### src/rtl/iqf_pkg.sv
// Shared types for the I/Q receive formatter.
// Assumes: all mode fields are plain run-time levels.
package iqf_pkg;

    typedef struct packed {
        logic i_first;
        logic i_flag_high;
        logic clk_inv;
        logic ddr;
        logic single;
        logic single_q;
    } iqf_mode_t;

endpackage

### src/rtl/iqf_capture.sv
// Captures a strobed I/Q pair and the mode settings at the pair boundary.
// Tracks which half of the pair is due next.
// Assumes: the strobe is never high in two adjacent cycles.
module iqf_capture
    import iqf_pkg::*;
#(
    parameter int WORD_W = 12
) (
    input  logic              clk,
    input  logic              rst_n,
    input  logic              smp_vld,
    input  logic [WORD_W-1:0] smp_i,
    input  logic [WORD_W-1:0] smp_q,
    input  iqf_mode_t         mode_live,
    output logic              second_due,
    output logic [WORD_W-1:0] hold_i,
    output logic [WORD_W-1:0] hold_q,
    output iqf_mode_t         mode_held
);

    // Marks the cycle that must emit the second word of the pair.
    always_ff @(posedge clk) begin
        if (!rst_n) second_due <= 1'b0;
        else        second_due <= smp_vld;
    end

    // Keeps both words of the pair for the second slot.
    always_ff @(posedge clk) begin
        if (!rst_n) begin
            hold_i <= '0;
            hold_q <= '0;
        end else if (smp_vld) begin
            hold_i <= smp_i;
            hold_q <= smp_q;
        end
    end

    // Samples the mode settings only outside the second slot (a pair boundary).
    always_ff @(posedge clk) begin
        if (!second_due) mode_held <= mode_live;
    end

    AST_STROBE_SPACING: assert property (@(posedge clk) disable iff (!rst_n)
        smp_vld |=> !smp_vld);

    AST_MODE_HELD_IN_PAIR: assert property (@(posedge clk) disable iff (!rst_n)
        second_due |=> (mode_held == $past(mode_held)));

endmodule

### src/rtl/iqf_word_pick.sv
// Chooses the word and flag level for one bus slot.
// Assumes: slot 0 is the first word of a pair and slot 1 the second.
module iqf_word_pick
    import iqf_pkg::*;
#(
    parameter int WORD_W = 12
) (
    input  logic              slot,
    input  logic [WORD_W-1:0] word_i,
    input  logic [WORD_W-1:0] word_q,
    input  iqf_mode_t         mode,
    output logic [WORD_W-1:0] word_out,
    output logic              flag_out
);

    logic take_i;

    // Decides whether this slot carries the I channel.
    always_comb begin
        if (mode.single) take_i = !mode.single_q;
        else             take_i = slot ? !mode.i_first : mode.i_first;
    end

    // Drives the chosen word and the flag level for that channel.
    always_comb begin
        word_out = take_i ? word_i : word_q;
        flag_out = take_i ? mode.i_flag_high : !mode.i_flag_high;
    end

endmodule

### src/rtl/iqf_fwd_clk.sv
// Makes the forwarded qualifying clock.
// Word-rate mode passes the internal clock through a polarity select.
// Half-rate mode uses a register that toggles on every word.
// Assumes: mode inputs change only at pair boundaries.
module iqf_fwd_clk (
    input  logic clk,
    input  logic rst_n,
    input  logic half_rate,
    input  logic invert,
    output logic fwd_clk
);

    logic tog_q;

    // Toggles once per word cycle; this register is the half-rate clock.
    always_ff @(posedge clk) begin
        if (!rst_n) tog_q <= 1'b0;
        else        tog_q <= !tog_q;
    end

    // Selects the clock source and applies the polarity.
    always_comb begin
        fwd_clk = (half_rate ? tog_q : clk) ^ invert;
    end

    AST_HALF_RATE_TOGGLE: assert property (@(posedge clk) disable iff (!rst_n)
        (half_rate && $past(half_rate) && $stable(invert)) |-> (fwd_clk != $past(fwd_clk)));

endmodule

### src/rtl/iq_rx_formatter.sv
// Interleaved I/Q receive port formatter.
// Puts simultaneous I/Q pairs onto one bus, with a channel flag and a forwarded clock.
// Assumes: clk runs at the word rate, and smp_vld is high at most once every two cycles.
module iq_rx_formatter
    import iqf_pkg::*;
#(
    parameter int WORD_W = 12
) (
    input  logic              clk,
    input  logic              rst_n,
    input  logic              smp_vld,
    input  logic [WORD_W-1:0] smp_i,
    input  logic [WORD_W-1:0] smp_q,
    input  logic              mode_i_first,
    input  logic              mode_i_flag_high,
    input  logic              mode_clk_inv,
    input  logic              mode_ddr,
    input  logic              mode_single,
    input  logic              mode_single_q,
    output logic [WORD_W-1:0] port_word,
    output logic              port_chan,
    output logic              port_clk
);

    iqf_mode_t         mode_live;
    iqf_mode_t         mode_held;
    iqf_mode_t         pick_mode;
    logic              second_due;
    logic [WORD_W-1:0] hold_i;
    logic [WORD_W-1:0] hold_q;
    logic [WORD_W-1:0] pick_i;
    logic [WORD_W-1:0] pick_q;
    logic [WORD_W-1:0] pick_word;
    logic              pick_flag;

    // Bundles the mode inputs.
    always_comb begin
        mode_live = '{i_first: mode_i_first, i_flag_high: mode_i_flag_high,
                      clk_inv: mode_clk_inv, ddr: mode_ddr,
                      single: mode_single, single_q: mode_single_q};
    end

    iqf_capture #(.WORD_W(WORD_W)) u_capture (
        .clk        (clk),
        .rst_n      (rst_n),
        .smp_vld    (smp_vld),
        .smp_i      (smp_i),
        .smp_q      (smp_q),
        .mode_live  (mode_live),
        .second_due (second_due),
        .hold_i     (hold_i),
        .hold_q     (hold_q),
        .mode_held  (mode_held)
    );

    // First slot uses the live pair and mode; the second slot uses the held copies.
    always_comb begin
        pick_i    = smp_vld ? smp_i : hold_i;
        pick_q    = smp_vld ? smp_q : hold_q;
        pick_mode = smp_vld ? mode_live : mode_held;
    end

    iqf_word_pick #(.WORD_W(WORD_W)) u_pick (
        .slot     (!smp_vld),
        .word_i   (pick_i),
        .word_q   (pick_q),
        .mode     (pick_mode),
        .word_out (pick_word),
        .flag_out (pick_flag)
    );

    // Registers the bus word and flag; outside a pair it drives zero and the Q level.
    always_ff @(posedge clk) begin
        if (!rst_n) begin
            port_word <= '0;
            port_chan <= !mode_i_flag_high;
        end else if (smp_vld || second_due) begin
            port_word <= pick_word;
            port_chan <= pick_flag;
        end else begin
            port_word <= '0;
            port_chan <= !mode_i_flag_high;
        end
    end

    iqf_fwd_clk u_fwd_clk (
        .clk       (clk),
        .rst_n     (rst_n),
        .half_rate (mode_held.ddr),
        .invert    (mode_held.clk_inv),
        .fwd_clk   (port_clk)
    );

    AST_IDLE_ZERO: assert property (@(posedge clk) disable iff (!rst_n)
        (!smp_vld && !second_due) |=> (port_word == '0));

    AST_FLAG_FLIPS_IN_PAIR: assert property (@(posedge clk) disable iff (!rst_n)
        (second_due && !mode_held.single) |=> (port_chan != $past(port_chan)));

    AST_SINGLE_HOLD: assert property (@(posedge clk) disable iff (!rst_n)
        (second_due && mode_held.single) |=> $stable(port_word));

endmodule

### config.mk
export PLATFORM = sky130hd
export DESIGN_NAME = iq_rx_formatter
export DESIGN_NICKNAME = d
export VERILOG_FILES = /design/src/rtl/iqf_pkg.sv /design/src/rtl/iqf_capture.sv /design/src/rtl/iqf_word_pick.sv /design/src/rtl/iqf_fwd_clk.sv /design/src/rtl/iq_rx_formatter.sv
export SDC_FILE = /design/constraint.sdc
export NUM_CORES = 1
export LEC_CHECK = 0
export BUFFER_PORTS_ARGS = -buffer_cell sky130_fd_sc_hd__buf_2
export CORE_AREA = 2 2 64 66
export CTS_CLUSTER_SIZE = 8
export DETAILED_ROUTE_END_ITERATION = 10
export DIE_AREA = 0 0 66 68
export GPL_TIMING_DRIVEN = 0
export PLACE_DENSITY = 0.8
export RECOVER_POWER = 50
export SETUP_SLACK_MARGIN = 0.05
export SLEW_MARGIN = 20
export SYNTH_ARGS = -nofsm -noshare
export SYNTH_HDL_FRONTEND = slang
export SYNTH_SLANG_ARGS = --single-unit
### constraint.sdc
create_clock -name clk -period 1.8 [get_ports clk]
set_input_delay 0.18 -clock clk [delete_from_list [all_inputs] [get_ports clk]]
set_output_delay 0.18 -clock clk [all_outputs]
set_load 0.01 [all_outputs]
* After elaboration in Yosys (flattened, before gate mapping)
Cells that the tools add are included.
Widths: inputs -> output; s select.
** Word-level totals
- Flip-flop bits (word level) :: 45
- ROM bits :: 0
- Input port bits :: 33
- Memory bits (writable) :: 0
- Memories :: 0
- Latch bits :: 0
** Operators by class
- Multipliers :: 0
- Reductions and logical operators :: 7
- Muxes and demuxes :: 10
- Magnitude comparators :: 0
- Add/subtract/negate cells :: 0
- Shift operators :: 0
- Div/mod/pow operators :: 0
- Bitwise operators :: 1
- Equal/unequal tests :: 0
** Operators by type and width (number)
- $mux 12 :: 3
- $mux 1 :: 6
- $mux 6 :: 1
- $logic_not 1->1 :: 5
- $reduce_and 2->1 :: 1
- $logic_or 1x1->1 :: 1
- $xor 1x1->1 :: 1

* Depth between registers and ports, before layout
- Word-level depth :: 7
- Mapped depth :: 5
- Depth with buffers taken out :: 4

* Hierarchy
From an unflattened synthesis, not the netlist that was laid out.
** Unflattened totals
- Cell total of the unflattened synthesis :: 170
- Area, all modules :: 2199.6 µm²
** Modules (own cells, without submodules)
- iqf_capture :: times used 1, cells an instance 86, area an instance 1139.8 µm²
- iq_rx_formatter :: times used 1, cells an instance 64, area an instance 794.5 µm²
- iqf_word_pick :: times used 1, cells an instance 16, area an instance 220.2 µm²
- iqf_fwd_clk :: times used 1, cells an instance 4, area an instance 45.0 µm²

==> impl_metrics.py <==
metrics = {
    "floorplan": {
        "start_util_pct": 47.0,
        "fp.dieArea_mm2": 0.00449,
        "dieWidth_um": 66,
        "rows": 23,
        "design.core.area_mm2": 0.00386,
        "ioPinCount": 47,
        "die_h_um": 68,
    },
    "yosys": {
        "yosysWarnings": 0,
        "yosysSeqAreaShare_pct": 53.0,
        "synth_seq_cells": 45,
        "avgSynthCellArea_um2": 12.3,
        "synth-edff-count": 6,
        "ys_async_sr_fraction_pct": 0,
        "synthCells": 147,
        "synthFlopType": "dfxtp_1",
        "synth_nets": 180,
        "synth_cell_types": 28,
        "synth_area_mm2": 0.00181,
    },
    "placed_design": {
        "io_buffers": 46,
        "place_congestion": 0.700,
        "placed_cells": 243,
        "hpwl_um": 2350,
    },
    "cells_and_area": {
        "final_cells": 258,
        "nets": 240,
        "mostFrequentLayoutCells": "buf_2, dfxtp_1, nor2b_1, mux2i_1, a211oi_2",
        "n_antenna_cell": 0,
        "fin_util_pct": 58.6,
        "drive_above_1_share_pct": 35.6,
        "final_common_cell": "buf_2",
        "seq_area_um2": 961,
        "area_growth_pct": 24.7,
        "nFillCells": 355,
        "multiInputGateArea_um2": 781,
    },
    "sta": {
        "max_slew_margin_pct": 52.8,
        "rsz0062_at_grt": "no",
        "tightest_slew_ns": 0.708,
        "setup_violations": 0,
        "hold_viol": 0,
        "drv_slew": 0,
        "fin_skew_ns": 0.00408,
        "final.setup.tns_ns": 0,
    },
    "setup_path": {
        "worstRegToRegCells": 5,
        "worstSetupStartpointType": "clock port",
        "worst_ep_arrival_time_ns": 1.40,
        "cp_max_fo": 2,
        "cp_data_required_time_ns": 1.62,
        "reg2reg_from": "u_capture.mode_held[1]$_DFFE_PN_",
        "cp-startpoint": "clk",
        "cp-end-kind": "output port",
        "worstSetupPathType": "clock port to output port",
    },
    "route": {
        "drcViolationCount": 0,
        "drt_iter0_markers": 38,
        "wl_um": 3490,
        "wl_per_cell_um": 13.5,
        "first_pass_iters": 4,
        "route.vias.total": 1250,
        "ant_nets": 0,
        "routed_via_density": 4.84,
    },
    "clocking": {
        "clk_pin_slew_worst_paths_ns": 0.08,
        "insertion_delay_ns": 0.40,
        "cts_tree": "yes",
        "postCtsSetupRepairBufs": 0,
    },
    "grt": {
        "grt_use_total_pct": 18.3,
        "grt_pass1_vias": 1292,
        "antenna_found_initial": 0,
        "grt_pass1_wl_um": 5690,
        "grt_max_degree": 14,
        "grt_overflow": 0,
    },
    "min_path": {
        "hold_class": "primary input to register",
        "hold_path_depth": 3,
        "hold_start": "smp_q[5]",
    },
    "power": {
        "vdd_drop_max_mv": 0.534,
        "power_leakage_nw": 0.998,
        "powerDensity_mw_per_mm2": 958,
    },
    "flow_run": {
        "drv_cap": 0,
    },
    "outcome": {
        "status": "finished, final reports clean",
    },
}
routing by layer:
metal	global-route usage (%)	part of all wire, %
met2	28.9	49
met5	0	0
met4	11.7	2.5
met3	9.21	5.5
met1	19.4	43
cell usage after synthesis (2+ instances only):
| cell | number | share of area, % |
|---|---|---|
| mux2i_1 | 25 | 14 |
| nand2_1 | 2 | 0.41 |
| xnor2_1 | 2 | 0.97 |
| dfxtp_1 | 39 | 43 |
| edfxtp_1 | 6 | 9.9 |
| buf_4 | 2 | 0.83 |
| and3_1 | 10 | 3.5 |
| nor2b_1 | 25 | 8.6 |
| buf_6 | 2 | 1.2 |
| clkbuf_1 | 3 | 0.62 |
| and3_4 | 2 | 1.2 |
| buf_2 | 2 | 0.55 |
| a211oi_2 | 12 | 8.3 |
state kept, by name (all words and copies together), names as in the netlist:
signal	flops
port_word	12
u_capture.hold_i	12
u_capture.hold_q	12
u_capture.mode_held	6
port_chan	1
u_capture.second_due	1
u_fwd_clk.tog_q	1
cell families after synthesis:
kind of cell	count (synthesis)	share of synthesized area, %
buf+inv	11	4.56
compound gates	18	10.5
mux	26	14.6
xor+xnor	2	0.967
simple gates	45	16.4
flops	45	53.0
worst max-delay path, cell delays in order:
cell and delay [ns]:
clkbuf_8 0.11, mux2i_4 0.13, xnor2_1 0.12, buf_2 0.14
path summary, 6_finish.rpt:
| path | end | slack, ns |
|---|---|---|
| hold reg to reg | u_fwd_clk.tog_q$_SDFF_PN0_ | 0.48 |
| setup reg to reg | port_word[9]$_SDFF_PN0_ | 0.41 |
| setup / recovery | port_clk | 0.22 |
| hold / removal | u_capture.hold_q[5]$_SDFF_PN0_ | 0.06 |
through the flow:
step	hold slack [ns]	cell area [um2]	total power, mW	worst slack, ns
final	0.0626	2260	2.17	0.217
after global routing	0.0641	2260	2.29	0.113
after CTS	0.0128	2280	2.23	0.0698
after detailed placement	0.365	2100	1.47	0.327
after global placement	0.357	2100	1.46	0.327
after floorplan	0.279	1810	1.36	0.400
repair_timing:
item,CTS,global route
endpoints found under the setup margin,0,1
hold endpoints to repair,5,0
hold buffers,5,0
resized for setup,0,2
report_power, final:
group	internal [mW]	leakage (nW)	total [mW]	switching [mW]
Clock	0.394	0.0685	0.757	0.363
Sequential	1.08	0.383	1.10	0.0202
Combinational	0.150	0.546	0.304	0.154
Total	1.63	0.998	2.17	0.537
layout make-up:
cell class | instances | share of cell area [%]
Sequential cell | 45 | 42.5
Timing Repair Buffer | 50 | 12.0
Clock buffer | 8 | 4.49
Tap cell | 50 | 2.77
Inverter | 1 | 0.166
Multi-Input combinational cell | 91 | 34.6
Clock inverter | 3 | 0.554
Buffer | 10 | 2.99
No activity file was read; power rests on OpenSTA's default activity.
